--- config.mk ---
export PLATFORM = sky130hd
export DESIGN_NAME = jtab_branch_unit
export DESIGN_NICKNAME = d
export VERILOG_FILES = /design/src/rtl/jtab_pkg.sv /design/src/rtl/jtab_addr_gen.sv /design/src/rtl/jtab_ctrl.sv /design/src/rtl/jtab_result.sv /design/src/rtl/jtab_branch_unit.sv
export SDC_FILE = /design/constraint.sdc
export NUM_CORES = 1
export LEC_CHECK = 0
export ABC_AREA = 1
export CELL_PAD_IN_SITES_DETAIL_PLACEMENT = 1
export CELL_PAD_IN_SITES_GLOBAL_PLACEMENT = 2
export CORE_MARGIN = 2
export CORE_UTILIZATION = 23
export CTS_CLUSTER_DIAMETER = 150
export DETAILED_ROUTE_END_ITERATION = 6
export GPL_ROUTABILITY_DRIVEN = 0
export PLACE_DENSITY = 0.81
export SYNTH_ARGS = -nofsm -noshare
export SYNTH_HDL_FRONTEND = slang
export SYNTH_SLANG_ARGS = --single-unit
--- constraint.sdc ---
create_clock -name clk -period 2.9 [get_ports clk]
set_clock_uncertainty 0.1 [all_clocks]
set_input_delay 0.58 -clock clk [delete_from_list [all_inputs] [get_ports clk]]
set_output_delay 0.58 -clock clk [all_outputs]
set_load 0.005 [all_outputs]
--- src/rtl/jtab_pkg.sv ---
package jtab_pkg;
    localparam int XLEN        = 64;
    localparam int IDX_W       = 8;
    localparam int SIZE_W      = 3;
    localparam int ENTRY_BYTES = 8;
    localparam int MODE_BITS   = 6;
    localparam int LINK_FIRST  = 32;
    localparam int REG_W       = 5;
    localparam int LINK_REG    = 1;

    typedef enum logic [1:0] {
        ST_IDLE = 2'd0,
        ST_WAIT = 2'd1,
        ST_DONE = 2'd2
    } ctl_state_e;

    typedef struct packed {
        logic [XLEN-1:0] addr;
        logic            link;
        logic [XLEN-1:0] ret;
    } op_ctx_t;

    function automatic logic [XLEN-1:0] entry_addr(
        input logic [XLEN-1:0]  base,
        input logic [IDX_W-1:0] idx
    );
        logic [XLEN-1:0] aligned;
        logic [XLEN-1:0] offs;
        aligned = base & ~((XLEN'(1) << MODE_BITS) - XLEN'(1));
        offs    = XLEN'(idx) << $clog2(ENTRY_BYTES);
        return aligned + offs;
    endfunction

    function automatic logic wants_link(input logic [IDX_W-1:0] idx);
        return (32'(idx) >= LINK_FIRST);
    endfunction
endpackage

--- src/rtl/jtab_addr_gen.sv ---
module jtab_addr_gen
    import jtab_pkg::*;
#(
    parameter int AW = XLEN,
    parameter int IW = IDX_W,
    parameter int SW = SIZE_W
) (
    input  logic [AW-1:0] base,
    input  logic [IW-1:0] index,
    input  logic [AW-1:0] pc,
    input  logic [SW-1:0] size,
    output op_ctx_t       ctx
);
    always_comb begin
        ctx.addr = entry_addr(base, index);
        ctx.link = wants_link(index);
        ctx.ret  = pc + AW'(size);
    end
endmodule

--- src/rtl/jtab_ctrl.sv ---
module jtab_ctrl
    import jtab_pkg::*;
(
    input  logic clk,
    input  logic rst,
    input  logic start,
    input  logic ack,
    output logic accept,
    output logic reading,
    output logic done,
    output logic busy
);
    ctl_state_e st_q, st_d;

    assign accept  = start && (st_q == ST_IDLE);
    assign reading = (st_q == ST_WAIT);
    assign done    = (st_q == ST_DONE);
    assign busy    = (st_q != ST_IDLE);

    always_comb begin
        st_d = st_q;
        case (st_q)
            ST_IDLE: if (start) st_d = ST_WAIT;
            ST_WAIT: if (ack)   st_d = ST_DONE;
            ST_DONE:            st_d = ST_IDLE;
            default:            st_d = ST_IDLE;
        endcase
    end

    always_ff @(posedge clk) begin
        if (rst) st_q <= ST_IDLE;
        else     st_q <= st_d;
    end
endmodule

--- src/rtl/jtab_result.sv ---
module jtab_result
    import jtab_pkg::*;
#(
    parameter int AW = XLEN
) (
    input  logic          clk,
    input  logic          rst,
    input  logic          accept,
    input  op_ctx_t       ctx_in,
    input  logic          take_data,
    input  logic [AW-1:0] rdata,
    output op_ctx_t       ctx_q,
    output logic [AW-1:0] target_q
);
    always_ff @(posedge clk) begin
        if (rst) begin
            ctx_q    <= '0;
            target_q <= '0;
        end else begin
            if (accept)    ctx_q    <= ctx_in;
            if (take_data) target_q <= rdata;
        end
    end
endmodule

--- src/rtl/jtab_branch_unit.sv ---
module jtab_branch_unit
    import jtab_pkg::*;
#(
    parameter int AW = XLEN,
    parameter int IW = IDX_W,
    parameter int SW = SIZE_W,
    parameter int RW = REG_W
) (
    input  logic          clk,
    input  logic          rst,
    input  logic          req_valid,
    input  logic [IW-1:0] req_index,
    input  logic [AW-1:0] req_pc,
    input  logic [SW-1:0] req_size,
    input  logic [AW-1:0] base_reg,
    output logic          busy,
    output logic          mem_req,
    output logic [AW-1:0] mem_addr,
    input  logic          mem_ack,
    input  logic [AW-1:0] mem_rdata,
    output logic          pc_valid,
    output logic [AW-1:0] pc_target,
    output logic          link_we,
    output logic [RW-1:0] link_addr,
    output logic [AW-1:0] link_data
);
    op_ctx_t ctx_new, ctx_q;
    logic    accept, reading, done;

    jtab_addr_gen #(.AW(AW), .IW(IW), .SW(SW)) u_agen (
        .base (base_reg),
        .index(req_index),
        .pc   (req_pc),
        .size (req_size),
        .ctx  (ctx_new)
    );

    jtab_ctrl u_ctrl (
        .clk    (clk),
        .rst    (rst),
        .start  (req_valid),
        .ack    (mem_ack),
        .accept (accept),
        .reading(reading),
        .done   (done),
        .busy   (busy)
    );

    jtab_result #(.AW(AW)) u_res (
        .clk      (clk),
        .rst      (rst),
        .accept   (accept),
        .ctx_in   (ctx_new),
        .take_data(reading && mem_ack),
        .rdata    (mem_rdata),
        .ctx_q    (ctx_q),
        .target_q (pc_target)
    );

    assign mem_req   = reading;
    assign mem_addr  = ctx_q.addr;
    assign pc_valid  = done;
    assign link_we   = done && ctx_q.link;
    assign link_addr = RW'(LINK_REG);
    assign link_data = ctx_q.ret;
endmodule

=== Yosys cells after proc, flatten, opt, wreduce, memory -nomap -nowiden ===
Cells that the tools add are included.

* Word-level logic and storage cells: 21
* Output and inout bits: 201
* Flip-flop bits (word level): 195
* Bits of input ports: 207

* Add/subtract/negate cells: 2
* Equality and inequality tests: 4
* Reduce and logical (&&, ||, !) cells: 6
* Muxes and demuxes: 3
* $lt $le $gt $ge: 1

{| class="wikitable"
|+ Operators with widths
! operator !! count
|-
| $add 64x11->64 || 1
|-
| $add 64x3->64 || 1
|-
| $ge 8x6->1 const B || 1
|-
| $mux 2 || 2
|-
| $ne 2x2->1 const B || 2
|-
| $pmux 2 s2 || 1
|-
| $logic_and 1x1->1 || 3
|-
| $eq 2x1->1 const B || 1
|-
| $eq 2x2->1 const B || 1
|-
| $logic_not 2->1 || 1
|-
| $reduce_and 2->1 || 1
|-
| $reduce_bool 2->1 || 1
|}

=== Longest topological paths before layout ===
* Word-level depth: 3
* Depth in mapped cells: 15
* Mapped depth without buffers: 15

=== Cells and area by module ===
A second synthesis with hierarchy kept.

* Cells, all modules: 2173
* Area, all modules: 12467.0 um^2

{| class="wikitable"
|+ Modules (own cells, without submodules)
! module !! seq. area each (um^2) !! cells each !! instances !! area each (um^2)
|-
| jtab_result || 3863.7 || 1223 || 1 || 7967.6
|-
| jtab_addr_gen || 0.0 || 925 || 1 || 4341.7
|-
| jtab_ctrl || 40.0 || 14 || 1 || 97.6
|-
| jtab_branch_unit || 0.0 || 11 || 1 || 60.1
|}

=== Worst setup path after synthesis ===
No wires, ideal clock.

* Kind: input -> register
* From: input req_index[3]
* To: register u_res.ctx_q[111] (netlist name)
* Stages: 13
* Slack: 641 ps
* Required time: 2744 ps
* Library setup time: 56 ps
* Buffers on the path: 0
* Arrival time: 2103 ps
* Cell sequence: ha_1 -> inv_1 -> fa_1 -> inv_1 -> nand2_1 -> nand2_1 -> nand3_1 -> nand2_1 -> nand3_1 -> or2_2 -> nand3_1 -> nand2_1 -> inv_1

* Word-level cells in the longest chain between the ends: 1

{| class="wikitable"
|+ Ends and longest elaborated chain
! item !! RTL line !! RTL
|-
| start, declared || jtab_branch_unit.sv:12 || <nowiki>input logic [IW-1:0] req_index,</nowiki>
|-
| $add 64x11->64 || jtab_pkg.sv:31 || <nowiki>return aligned + offs;</nowiki>
|}

Every way passes these cells.
A chain may end at the register's enable or synchronous reset.

=== Final worst setup path ===
* From: input base_reg[6]
* To: register u_res.ctx_q[125] (netlist name)

* Word-level cells in the longest chain between the ends: 1

{| class="wikitable"
|+ Ends and longest elaborated chain
! item !! RTL line !! RTL
|-
| start, declared || jtab_branch_unit.sv:15 || <nowiki>input logic [AW-1:0] base_reg,</nowiki>
|-
| $add 64x11->64 || jtab_pkg.sv:31 ||
|}

Every way passes these cells.

==> out/metrics.yaml <==
cts_tree: "done"
htreeDepth: 4
ant_nets: 0
p_leak_nw: 7.39
firstDrtPassIters: 5
drive_above_1_share_pct: 4.89
wl_mm: 54.6
max_freq_ghz: 0.381
clock-root-buffer: "clkbuf_16"
dp_hpwl_mm: 44.3
synth_seq_cells: 192
cts_buffers: 17
yosys_warnings: 0
dieWidth_um: 237
p_per_area_mw_per_mm2: 425
final_nets: 2577
yosys.area.top_type_share_pct: 30.7
cts.clk_slew.worst_paths_ns: 0.09
areaGrowthSynthToFinish_pct: 37.0
ys_top_cells_by_count: "nand2_1, nor2_1, inv_1"
yosys-top-cells-area: "dfxtp_1, nand2_1, nor2_1"
avgViaCountPerCell: 4.50
clockBufferDepth: 2
irDropWorstVdd_mv: 0.494
slew-limit-headroom_pct: 51.7
hp-class: "in2reg"
synth_edf_count: 0
coreArea_mm2: 0.0538
fin_util_pct: 31.9
grt_pass1_wl_mm: 81.8
critPathTopFamily: "simple AND/OR/NAND/NOR gates"
cap_violations: 0
fin_cells: 3068
yosysMostFrequentCell: "nand2_1"
ios: 408
start_util_pct: 23.3
first_iter_violations: 838
num_rows: 85
yosysTopAreaCell: "dfxtp_1"
antenna_found_initial: 2
start_kind: "input port"
overflow: 0
wl_per_cell_um: 17.8
yosysSeqAreaShare_pct: 30.7
place_area_mm2: 0.0166
pre_cts_ws_ns: -0.177
synth_cell_types: 34
dieHeight_um: 237
worstPathMaxFanout: 5
drcViolationCount: 0
die_area_mm2: 0.0564
worst-slew-pin-transition_ns: 0.724
hold_violations: 0
grt_max_degree: 104
grt.total_usage_pct: 19.2
cpMaxStageDelayCell: "clkdlybuf4s50_1"
vias: 13800
cts_setup_buffers: 0
cts_hold_buf: 0
insertion_delay_ns: 0.50
critPathRequiredTime_ns: 3.20
max_stage_delay_ns: 0.47
final_area_mm2: 0.0172
syn_area_mm2: 0.0125
antennaDiodeCount: 0
outcome: "complete, no violations"
worstPathArrival_ns: 2.92
worst-path-buf-inv: 4
syn_area_per_cell_um2: 5.99
critPathKind: "in2reg"
grt_pass1_vias: 13900
syn_inst: 2091
setup_viol: 0
post_cts_resized: 0
ys.flop_type: "dfxtp_1"
path_cells: "clkdlybuf4s50_1 -> ha_1 -> inv_1 -> fa_1 -> inv_1 -> nand2_1 -> nand2_1 -> nand3_1 -> nand2_1 -> nand2_1 -> o21ai_0 -> nand3_1 -> nand2_1 -> inv_1"
numClockSinks: 192
period_needed_ns: 2.62
period_share_pct: 90.5
ys_async_sr_fraction_pct: 0
placed_cells: 3037
worstSetupEndpointType: "flip-flop"
slew_viol_final: 0
fin_ws_ns: 0.276
cp_common_cell: "nand2_1"
grt_setup_unrepaired: "false"
io_buffers: 393
-- placed cells by master, fill, tap and decap left out, drive strengths merged --
| cell | Yosys | routed |
|---|---|---|
| bufinv | 0 | 2 |
| nand3 | 199 | 199 |
| inv | 236 | 242 |
| clkdlybuf4s50 | 0 | 391 |
| nand2 | 533 | 533 |
| nor2 | 449 | 449 |
| ha | 8 | 8 |
| clkbuf | 44 | 17 |
| o211ai | 3 | 3 |
| o21ai | 74 | 74 |
| xnor2 | 34 | 34 |
| nand3b | 13 | 13 |
| clkinv | 2 | 6 |
| nor3 | 2 | 2 |
| buf | 157 | 54 |
| fa | 2 | 2 |
| and2 | 2 | 2 |
| clkinvlp | 0 | 2 |
| nand4 | 30 | 30 |
| xor2 | 14 | 14 |
| or2 | 13 | 13 |
| a21oi | 80 | 80 |
| conb | 2 | 8 |
| a211oi | 1 | 1 |
| dfxtp | 192 | 192 |
| and3 | 1 | 1 |
-- metal layers --
layer	up-vias	wire, µm	global-route usage [%]
met5	-	24	0
met4	4	1610	7.60
met3	66	2790	4.02
met2	342	26400	32.8
met1	6540	23800	23.6
li1	6865	-	-
-- sequential cells by signal, summed over array words and instances, names as in the netlist --
name            flops
u_res.ctx_q       126
u_res.target_q     64
u_ctrl.st_q         2
-- metrics by stage --
stage               setup TNS, ns  hold slack [ns]  power, W
floorplan                       0            0.346   0.00390
global placement           -0.970            0.347   0.00476
detailed placement          -1.91            0.354   0.00479
CTS                             0            0.302   0.00746
global route                    0            0.350   0.00771
finish                          0            0.347   0.00730
-- kinds of logic after synthesis --
kind of cell	synth area share [%]
xor+xnor	3.36
flops	30.7
buf+inv	17.3
other cells	0.0599
simple gates	41.1
compound gates	6.39
fa+ha+maj	1.12
-- worst paths after layout --
check | start | slack, ns | end | depth (start not counted)
max | base_reg[6] | 0.28 | u_res.ctx_q[125]$_SDFFE_PP0P_ | 14
min | rst | 0.35 | u_res.ctx_q[121]$_SDFFE_PP0P_ | 4
max reg2reg | u_ctrl.st_q[1]$_SDFFE_PP0P_ | 0.99 | u_res.target_q[48]$_SDFFE_PP0P_ | 5
min reg2reg | u_res.target_q[20]$_SDFFE_PP0P_ | 0.36 | u_res.target_q[20]$_SDFFE_PP0P_ | 2
-- worst register-to-register path, cell delays in order (launching register included) --
cell     delay (ns)
dfxtp_1        0.42
nor2_4         0.09
nand2_2        0.49
buf_4          0.48
nand2_1        0.10
a21oi_1        0.17
-- where the power goes --
part	total, W	internal [W]	switching (W)
registers	0.00295	0.00283	0.000120
logic	0.00177	0.000865	0.000902
clock network	0.00258	0.00130	0.00128
-- cell type report --
| class | count | area (µm²) |
|---|---|---|
| timing repair buffer | 445 | 4400 |
| clock buffer | 17 | 425 |
| inverter | 238 | 898 |
| fill | 6918 | 36600 |
| multi-input combinational | 1466 | 6550 |
| tap | 696 | 871 |
| clock inverter | 14 | 179 |
| sequential | 192 | 3840 |
(Power assumes the default switching activity.)
